File: config.mk
export PLATFORM = sky130hd
export DESIGN_NAME = pio_loopback_regs
export DESIGN_NICKNAME = d
export VERILOG_FILES = /design/src/rtl/pio_pkg.sv /design/src/rtl/pio_addr_decode.sv /design/src/rtl/pio_port_regs.sv /design/src/rtl/pio_ctrl_reg.sv /design/src/rtl/pio_loopback_regs.sv
export SDC_FILE = /design/constraint.sdc
export NUM_CORES = 1
export LEC_CHECK = 0
export ABC_AREA = 1
export BUFFER_PORTS_ARGS = -buffer_cell sky130_fd_sc_hd__buf_2
export CAP_MARGIN = 20
export CORE_ASPECT_RATIO = 1.2
export CORE_MARGIN = 4
export CORE_UTILIZATION = 45
export CTS_CLUSTER_SIZE = 16
export DETAILED_ROUTE_END_ITERATION = 10
export MAX_ROUTING_LAYER = met4
export PLACE_DENSITY = 0.81
export SLEW_MARGIN = 10
export SYNTH_ARGS = -nofsm -noshare
export SYNTH_HDL_FRONTEND = slang
export SYNTH_SLANG_ARGS = --single-unit
File: constraint.sdc
create_clock -name clk -period 1.74 [get_ports clk]
set_clock_uncertainty 0.1 [all_clocks]
set_input_delay 0.435 -clock clk [delete_from_list [all_inputs] [get_ports clk]]
set_output_delay 0.435 -clock clk [all_outputs]
set_load 0.01 [all_outputs]
File: src/rtl/pio_pkg.sv
package pio_pkg;
    typedef enum logic [1:0] {
        ST_IDLE = 2'd0,
        ST_RESP = 2'd1,
        ST_HOLD = 2'd2
    } bus_state_t;

    localparam logic [7:0] BOARD_ID = 8'h01;
    localparam int         GRP_LSB  = 4;
endpackage

File: src/rtl/pio_addr_decode.sv
module pio_addr_decode #(
    parameter int ADDR_W  = 16,
    parameter int GRP_LSB = 4
) (
    input  logic [ADDR_W-1:0]         addr,
    input  logic [ADDR_W-GRP_LSB-1:0] data_sel,
    input  logic [ADDR_W-GRP_LSB-1:0] csr_sel,
    output logic                      data_hit,
    output logic                      csr_hit,
    output logic                      pair_sel
);
    logic [ADDR_W-GRP_LSB-1:0] hi_bits;
    logic [GRP_LSB-1:0]        lo_bits;
    logic                      offset_ok;

    always_comb begin
        hi_bits   = addr[ADDR_W-1:GRP_LSB];
        lo_bits   = addr[GRP_LSB-1:0];
        offset_ok = (lo_bits == GRP_LSB'(0)) || (lo_bits == GRP_LSB'(2));
        data_hit  = offset_ok && (hi_bits == data_sel);
        csr_hit   = offset_ok && (hi_bits == csr_sel) && (hi_bits != data_sel);
        pair_sel  = lo_bits[1];
    end
endmodule

File: src/rtl/pio_port_regs.sv
module pio_port_regs #(
    parameter int PORT_W    = 8,
    parameter int NUM_PORTS = 4
) (
    input  logic                          clk,
    input  logic                          rst_n,
    input  logic                          wr_en,
    input  logic                          pair_sel,
    input  logic [1:0]                    be,
    input  logic [2*PORT_W-1:0]           wdata,
    output logic [PORT_W*NUM_PORTS-1:0]   port_q
);
    localparam int IO_W = PORT_W * NUM_PORTS;

    for (genvar p = 0; p < NUM_PORTS; p++) begin : g_port
        localparam int  PAIR    = p / 2;
        localparam bit  HI_LANE = ((p % 2) == 0);
        localparam int  LANE    = HI_LANE ? 1 : 0;
        logic [PORT_W-1:0] byte_q;
        logic              lane_we;

        always_comb begin
            lane_we = wr_en && (pair_sel == 1'(PAIR)) && be[LANE];
        end

        always_ff @(posedge clk) begin
            if (!rst_n) begin
                byte_q <= '0;
            end else if (lane_we) begin
                byte_q <= wdata[LANE*PORT_W +: PORT_W];
            end
        end

        assign port_q[IO_W-1-p*PORT_W -: PORT_W] = byte_q;
    end
endmodule

File: src/rtl/pio_ctrl_reg.sv
module pio_ctrl_reg #(
    parameter int BUS_W = 16
) (
    input  logic             clk,
    input  logic             rst_n,
    input  logic             wr_en,
    input  logic [1:0]       be,
    input  logic [BUS_W-1:0] wdata,
    output logic             drv_en,
    output logic             loop_off,
    output logic             fault_clr,
    output logic [BUS_W-1:0] csr_word
);
    localparam int HALF = BUS_W / 2;

    logic [HALF-1:0] user_q;

    always_ff @(posedge clk) begin
        if (!rst_n) begin
            drv_en    <= 1'b0;
            loop_off  <= 1'b0;
            fault_clr <= 1'b0;
            user_q    <= '0;
        end else if (wr_en) begin
            if (be[0]) begin
                drv_en    <= wdata[0];
                loop_off  <= wdata[1];
                fault_clr <= wdata[2];
            end
            if (be[1]) begin
                user_q <= wdata[BUS_W-1:HALF];
            end
        end
    end

    always_comb begin
        csr_word = {user_q, {(HALF-3){1'b0}}, fault_clr, loop_off, drv_en};
    end
endmodule

File: src/rtl/pio_loopback_regs.sv
module pio_loopback_regs #(
    parameter int ADDR_W = 16,
    parameter int BUS_W  = 16,
    parameter int IO_W   = 32
) (
    input  logic                  clk,
    input  logic                  rst_n,
    input  logic [ADDR_W-1:0]     bus_addr,
    input  logic [BUS_W-1:0]      bus_wdata,
    input  logic [1:0]            bus_be,
    input  logic                  bus_wr,
    input  logic                  bus_rd,
    output logic [BUS_W-1:0]      bus_rdata,
    output logic                  bus_ack,
    input  logic [ADDR_W-5:0]     data_sel,
    input  logic [ADDR_W-5:0]     csr_sel,
    input  logic [IO_W-1:0]       pin_in,
    output logic [IO_W-1:0]       pin_out,
    output logic                  pin_oe,
    output logic                  fail_led_n
);
    import pio_pkg::*;

    localparam int PORT_W    = BUS_W / 2;
    localparam int NUM_PORTS = IO_W / PORT_W;

    bus_state_t state_q, state_d;

    logic             data_hit, csr_hit, pair_sel;
    logic             take, take_wr, take_rd;
    logic             data_we, csr_we;
    logic [IO_W-1:0]  port_q;
    logic             drv_en, loop_off, fault_clr;
    logic [BUS_W-1:0] csr_word;
    logic [IO_W-1:0]  read_src;
    logic [BUS_W-1:0] rd_word;
    logic [BUS_W-1:0] rdata_q;

    pio_addr_decode #(.ADDR_W(ADDR_W), .GRP_LSB(GRP_LSB)) u_dec (
        .addr     (bus_addr),
        .data_sel (data_sel),
        .csr_sel  (csr_sel),
        .data_hit (data_hit),
        .csr_hit  (csr_hit),
        .pair_sel (pair_sel)
    );

    // Transition conditions
    always_comb begin
        take    = (state_q == ST_IDLE) && (bus_wr || bus_rd) && (data_hit || csr_hit);
        take_wr = take && bus_wr;
        take_rd = take && !bus_wr;
        data_we = take_wr && data_hit;
        csr_we  = take_wr && csr_hit && !pair_sel;
    end

    pio_port_regs #(.PORT_W(PORT_W), .NUM_PORTS(NUM_PORTS)) u_ports (
        .clk      (clk),
        .rst_n    (rst_n),
        .wr_en    (data_we),
        .pair_sel (pair_sel),
        .be       (bus_be),
        .wdata    (bus_wdata),
        .port_q   (port_q)
    );

    pio_ctrl_reg #(.BUS_W(BUS_W)) u_ctrl (
        .clk       (clk),
        .rst_n     (rst_n),
        .wr_en     (csr_we),
        .be        (bus_be),
        .wdata     (bus_wdata),
        .drv_en    (drv_en),
        .loop_off  (loop_off),
        .fault_clr (fault_clr),
        .csr_word  (csr_word)
    );

    // Read word selection
    always_comb begin
        read_src = loop_off ? pin_in : port_q;
        if (data_hit) begin
            rd_word = pair_sel ? read_src[BUS_W-1:0] : read_src[IO_W-1 -: BUS_W];
        end else if (pair_sel) begin
            rd_word = {BOARD_ID, {(BUS_W-8){1'b0}}};
        end else begin
            rd_word = csr_word;
        end
    end

    // State register
    always_ff @(posedge clk) begin
        if (!rst_n) begin
            state_q <= ST_IDLE;
        end else begin
            state_q <= state_d;
        end
    end

    // Next state: IDLE_TO_RESP, RESP_TO_HOLD, RESP_TO_IDLE, HOLD_TO_IDLE
    always_comb begin
        state_d = state_q;
        unique case (state_q)
            ST_IDLE: if (take) state_d = ST_RESP;
            ST_RESP: state_d = (bus_wr || bus_rd) ? ST_HOLD : ST_IDLE;
            ST_HOLD: if (!bus_wr && !bus_rd) state_d = ST_IDLE;
            default: state_d = ST_IDLE;
        endcase
    end

    // Output process
    always_ff @(posedge clk) begin
        if (!rst_n) begin
            rdata_q <= '0;
        end else if (take_rd) begin
            rdata_q <= rd_word;
        end
    end

    always_comb begin
        bus_ack    = (state_q == ST_RESP);
        bus_rdata  = rdata_q;
        pin_oe     = drv_en;
        pin_out    = drv_en ? port_q : '0;
        fail_led_n = fault_clr;
    end
endmodule

==> impl_metrics.ini, run 1 <==
[clock_tree]
cts_sinks = 61
clock_latency_ns = 0.35
cts_root_buffer = clkbuf_8
cts_buffers = 9
cts_hold_buf = 0
path_clk_slew_ns = 0.07
htreeDepth = 3
clk_path_buf_depth = 2
tritoncts = yes

[final_layout]
final_cells = 921
stdcell_area_mm2 = 0.006008
multi_input_area_mm2 = 0.002734
diodes = 0
drive_above_1_share_pct = 40.77
num-fill-cells = 609
syn2layout_area_growth_pct = 54.26
nets = 896
seqCellArea_mm2 = 0.001225

[worst_hold_path]
holdCritPathClass = primary input to register

[worst_setup_path]
cp_data_arrival_time_ns = 2.18
worstSetupStartpointType = primary input
cp.required_ns = 1.91
critical_path.top_delay_family = simple AND/OR/NAND/NOR gates
slowest_delay_ns = 0.17
critPathKind = primary input to register
worst_path_most_repeated_cell = nand2_1
crit_slowest_cell = nor2_1
worstPathMaxFanout = 5
cp-end-kind = register
worstPathCellList = buf_2 -> inv_2 -> nand2_1 -> nand2_1 -> nor2_1 -> nand2_1 -> nor2_4 -> nand3_4 -> nand2_4 -> nand4_4 -> buf_6 -> nor2_4 -> buf_12 -> clkbuf_16 -> a21oi_2 -> nor2_1
critPathBufInv = 5

[pwr]
comb_power_share_pct = 14.9
p_clk_share_pct = 43.2
ir_drop_v = 0.0004843
leakage_nw = 2.927
powerDensity_mw_per_mm2 = 553.3
swShare_pct = 26.31
p_switching_uw = 874.6
intPower_mw = 2.450
pwr-share-seq_pct = 41.9
p_total_mw = 3.324

[placement]
gp_congestion = 0.9502
placed_area_mm2 = 0.004880
dp.final_hpwl_mm = 9.369
port_buffers = 144
dp_cells = 886

[global_routing]
grt_pass1_wl_mm = 20.61
overflow = 0
grt_max_degree = 44
antenna_found_initial = 0
grt_usage_pct = 26.13
grt_pass1_vias = 4424

[logic_synthesis]
synth-main-ff-cell = dfxtp_1
synthTopCellsByCount = nand2_1 (155), nor2_1 (117), inv_1 (68), dfxtp_1 (61), a21oi_1 (53)
ys_warn_count = 0
synthCells = 645
synth.area.top_cells = dfxtp_1 (31%), nand2_1 (15%), nor2_1 (11%)
yosys.area.top_type = dfxtp_1
seq_area_frac_synth_pct = 31.35
yosysTopAreaCellShare_pct = 31.35
synth_edf_count = 0
synth.distinct_cells = 29
synth-seq-cells = 61
syn_area_per_cell_um2 = 6.039
synth_area_mm2 = 0.003895
async_flop_share_pct = 0
synth_nets = 739
post-synth-top-count-cell = nand2_1

[detailed_routing]
drt_iter0_markers = 429
postRouteAntennaNets = 0
drt_first_pass_iters = 6
num_vias = 4949
wl_per_cell_um = 16.64
drt_wl_total_mm = 15.33
drc_errors = 0
vias_per_cell = 5.374

[sta]
fmax_ghz = 0.4977
hold_viol = 0
tightest_slew_ns = 0.5643
relSlewSlack_pct = 62.15
drv_slew = 0
setup_viol = 60
min_period_ns = 2.009
grt_setup_unrepaired = yes
finalCritPeriodShare_pct = 115.5
setup_slack_ns = -0.2692

[floorplan]
die-width_um = 92.93
initial_core_util_pct = 47.00
core_mm2 = 0.008288
rows = 36
die_area_mm2 = 0.01021
die_h_um = 109.9
boundaryPins = 145

[flow_run]
drv_cap = 0

[status]
violations = negative setup slack
outcome = complete, but fails checks
power by group through the flow:
stage	Combinational, mW	Clock [mW]	Sequential (mW)
6_report	0.496	1.43	1.39
2_1_floorplan	0.203	0	1.43
3_5_place_dp	0.384	0	1.43
5_1_grt	0.532	1.49	1.39
4_1_cts	0.434	1.42	1.40
3_3_place_gp	0.376	0	1.43
layer usage:
metal	part of all wire (%)	vias up	track usage, %	routed length (um)
li1	-	2347	-	-
met1	37	2256	30.20	5597
met2	51	283	44.21	7862
met3	8.0	63	5.065	1230
met4	4.2	0	11.41	638
met5	0	-	-	0
what timing repair did:
| action | 4_1_cts | 5_1_grt |
|---|---|---|
| pin swaps | 10 | 50 |
| hold endpoints to repair | 0 | 0 |
| setup buffers | 9 | 4 |
| gates resized for setup | 56 | 98 |
| cloned | 2 | 7 |
| setup endpoints to repair | 34 | 83 |
metrics by stage:
step	setup WS, ns	TNS [ns]	hold WS (ns)	util (%)
3_3_place_gp	-0.3614	-18.05	0.3472	58.88
3_5_place_dp	-0.4075	-20.51	0.3526	58.88
6_report	-0.2692	-10.12	0.2560	72.49
4_1_cts	-0.06919	-1.480	0.2430	66.02
5_1_grt	-0.3739	-16.53	0.2723	72.49
2_1_floorplan	-0.1058	-3.997	0.3482	-
path summary, 6_finish.rpt:
kind | startpoint | to | slack, ns | cells past startpoint
worst max-delay path | data_sel[5] | u_ports.g_port[2].byte_q[0] | -0.27 | 16
worst min-delay path | bus_wdata[2] | u_ctrl.fault_clr | 0.26 | 3
worst max register to register | state_q[1] | u_ports.g_port[2].byte_q[0] | -0.09 | 9
worst min register to register | bus_rdata[2] | bus_rdata[2] | 0.36 | 2
logic make-up after synthesis:
family / count (synthesis) / synth area share (%)
AO/OA/AOI/OAI: 122 / 17.22
XOR/XNOR: 13 / 2.923
AND/OR/NAND/NOR: 329 / 35.24
flip-flops: 61 / 31.35
buffers and inverters: 120 / 13.27
worst register-to-register path, delay by kind of cell, from the launching register on:
family / cells / cell delay [ns]
and+or+nand+nor: 4 / 0.64
AOI/OAI and AO/OA: 1 / 0.06
buffers and inverters: 4 / 0.61
DFF: 1 / 0.34
registers in the layout (all words and copies together), names as in the netlist:
signal                 cells
bus_rdata                 16
u_ports.g_port.byte_q     32
state_q                    2
u_ctrl.user_q              8
u_ctrl.fault_clr           1
u_ctrl.drv_en              1
u_ctrl.loop_off            1
area by class of cell:
type	count	share of cell area (%)
Clock buffer	11	2.353
Tap cell	114	2.374
Sequential cell	61	20.39
Inverter	80	5.373
Timing Repair Buffer	185	22.66
Multi-Input combinational cell	465	45.50
Clock inverter	5	1.354
cells in the final DEF (no fill, tap or decap), types with 8 or more instances in the layout:
| master | n |
|---|---|
| nand2_1 | 144 |
| buf_2 | 124 |
| nor2_1 | 100 |
| inv_1 | 60 |
| dfxtp_1 | 60 |
| o21ai_0 | 32 |
| nand3_2 | 31 |
| a21oi_1 | 31 |
| buf_4 | 23 |
| buf_6 | 22 |
| a21oi_2 | 20 |
| o21ai_1 | 16 |
| inv_2 | 12 |
| nor2_2 | 12 |
| nand2_2 | 11 |
| o22ai_1 | 10 |
| clkbuf_8 | 10 |
| nor2_4 | 9 |
| nand3_1 | 9 |
| buf_12 | 8 |
Power figures use the tool's default switching activity.
==> inputs of run 2 (changes only) <==
--- a/config.mk
+++ b/config.mk
@@ -15,6 +15,7 @@
 export DETAILED_ROUTE_END_ITERATION = 10
 export MAX_ROUTING_LAYER = met4
 export PLACE_DENSITY = 0.81
+export SKIP_CTS_REPAIR_TIMING = 1
 export SLEW_MARGIN = 10
 export SYNTH_ARGS = -nofsm -noshare
 export SYNTH_HDL_FRONTEND = slang
==> run 2 against run 1 <==
The flow still finishes with violations (negative setup slack). Largest power group unchanged. Count of clock-buffer cells in the layout stayed put. Cell count is 0.54% lower. Flip-flop and latch count stayed put. Sequential power hardly changed. Via count is 2.7% lower. Hold slack better by 0.0099 ns.
==> impl_metrics.ini, run 2 (same netlist as run 1, synthesis figures left out) <==
[clock_tree]
htreeDepth = 3
path_clk_slew_ns = 0.07
cts_root_buffer = clkbuf_8
tritoncts = yes
clock_latency_ns = 0.34
clk_path_buf_depth = 2
cts_buffers = 9
cts_sinks = 61

[final_layout]
max_flop_register = u_ports.g_port.byte_q
stdcell_area_mm2 = 0.005777
layout_common_cells = nand2_1 (143), buf_2 (130), nor2_1 (104)
drive_above_1_share_pct = 38.78
multi_input_area_mm2 = 0.002640
final_common_cell = nand2_1
final_cells = 916
seqCellArea_mm2 = 0.001222
largest_reg_flops = 32
nets = 891
finalCoreUtilization_pct = 69.70
num-fill-cells = 669
diodes = 0
syn2layout_area_growth_pct = 48.31

[sta]
setup_slack_ns = -0.2265
fmax_ghz = 0.5085
finalCritPeriodShare_pct = 113.0
grt_setup_unrepaired = yes
drv_slew = 0
relSlewSlack_pct = 63.04
setup_viol = 59
tightest_slew_ns = 0.5510
hold_viol = 0
min_period_ns = 1.967

[status]
violations = negative setup slack
outcome = complete, but fails checks

[floorplan]
die-width_um = 92.93
core_mm2 = 0.008288
die_area_mm2 = 0.01021
rows = 36
die_h_um = 109.9
boundaryPins = 145
initial_core_util_pct = 47.00

[placement]
dp.final_hpwl_mm = 9.369
gp_congestion = 0.9502
placed_area_mm2 = 0.004880
port_buffers = 144
dp_cells = 886

[global_routing]
overflow = 0
grt_pass1_wl_mm = 19.04
grt_max_degree = 44
grt_pass1_vias = 4150
grt_usage_pct = 23.88
antenna_found_initial = 0

[detailed_routing]
drt_iter0_markers = 323
drc_errors = 0
postRouteAntennaNets = 0
vias_per_cell = 5.258
drt_first_pass_iters = 5
wl_per_cell_um = 15.60
drt_wl_total_mm = 14.29
num_vias = 4816

[worst_setup_path]
worstSetupStartpointType = primary input
worstPathMaxFanout = 8
cp_data_arrival_time_ns = 2.10
cp-end-kind = register
cp.required_ns = 1.88
critPathKind = primary input to register

[worst_hold_path]
holdCritPathClass = primary input to register

[pwr]
leakage_nw = 2.821
powerDensity_mw_per_mm2 = 567.7
ir_drop_v = 0.0003278
p_total_mw = 3.279

[flow_run]
drv_cap = 0
==> run 2: cell count changes in the layout (fill, tap and decap cells not counted), moves of 4 or more <==
cell,change
buf_2,+6
a21oi_1,+12
buf_6,-8
nor2_1,+4
a21oi_2,-10
==> run 2: power breakdown <==
part           total, mW  internal (mW)  switching [mW]  leakage, nW
Clock               1.42          0.848           0.568        0.110
Sequential          1.40           1.40      0.00000569        0.492
Combinational      0.468          0.193           0.275         2.22
Total               3.28           2.44           0.843         2.82
==> run 2: per-stage QoR <==
step,hold WS [ns],setup TNS (ns),setup WS [ns]
6_report,0.2659,-6.706,-0.2265
5_1_grt,0.2768,-12.08,-0.2932
4_1_cts,0.2425,-1.002,-0.09316
3_5_place_dp,0.3526,-20.51,-0.4075
3_3_place_gp,0.3472,-18.05,-0.3614
2_1_floorplan,0.3482,-3.997,-0.1058
==> run 2: cell type report <==
cell class / count / share of cell area [%]
Multi-Input combinational cell: 465 / 45.70
Sequential cell: 61 / 21.16
Tap cell: 114 / 2.469
Timing Repair Buffer: 180 / 21.36
Clock buffer: 11 / 2.447
Clock inverter: 5 / 1.408
Inverter: 80 / 5.458
==> run 2: layer usage <==
metal  part of all wire, %  GRT usage, %
met1                    38         29.23
met3                   7.1         3.696
met4                   4.0         9.215
met5                     0             -
met2                    51         39.73
==> run 2: worst paths after layout <==
path         slack [ns]           from                          end  cells past startpoint
max               -0.23   bus_addr[11]  u_ports.g_port[1].byte_q[5]                     15
min                0.27  bus_wdata[10]             u_ctrl.user_q[2]                      3
max reg2reg       -0.08     state_q[1]  u_ports.g_port[1].byte_q[5]                      8
min reg2reg        0.36   bus_rdata[2]                 bus_rdata[2]                      2
==> run 2: worst max-delay path, cell delays in order <==
cell       delay [ns]
buf_4            0.10
inv_1            0.05
nand2_1          0.06
nand2_1          0.06
nor2_2           0.10
nand2_2          0.09
nor2_4           0.13
nand3_4          0.11
nand2_4          0.11
nand4_4          0.13
nor2_4           0.29
clkbuf_16        0.22
nand3_2          0.07
nand2_1          0.08
nor2_1           0.05
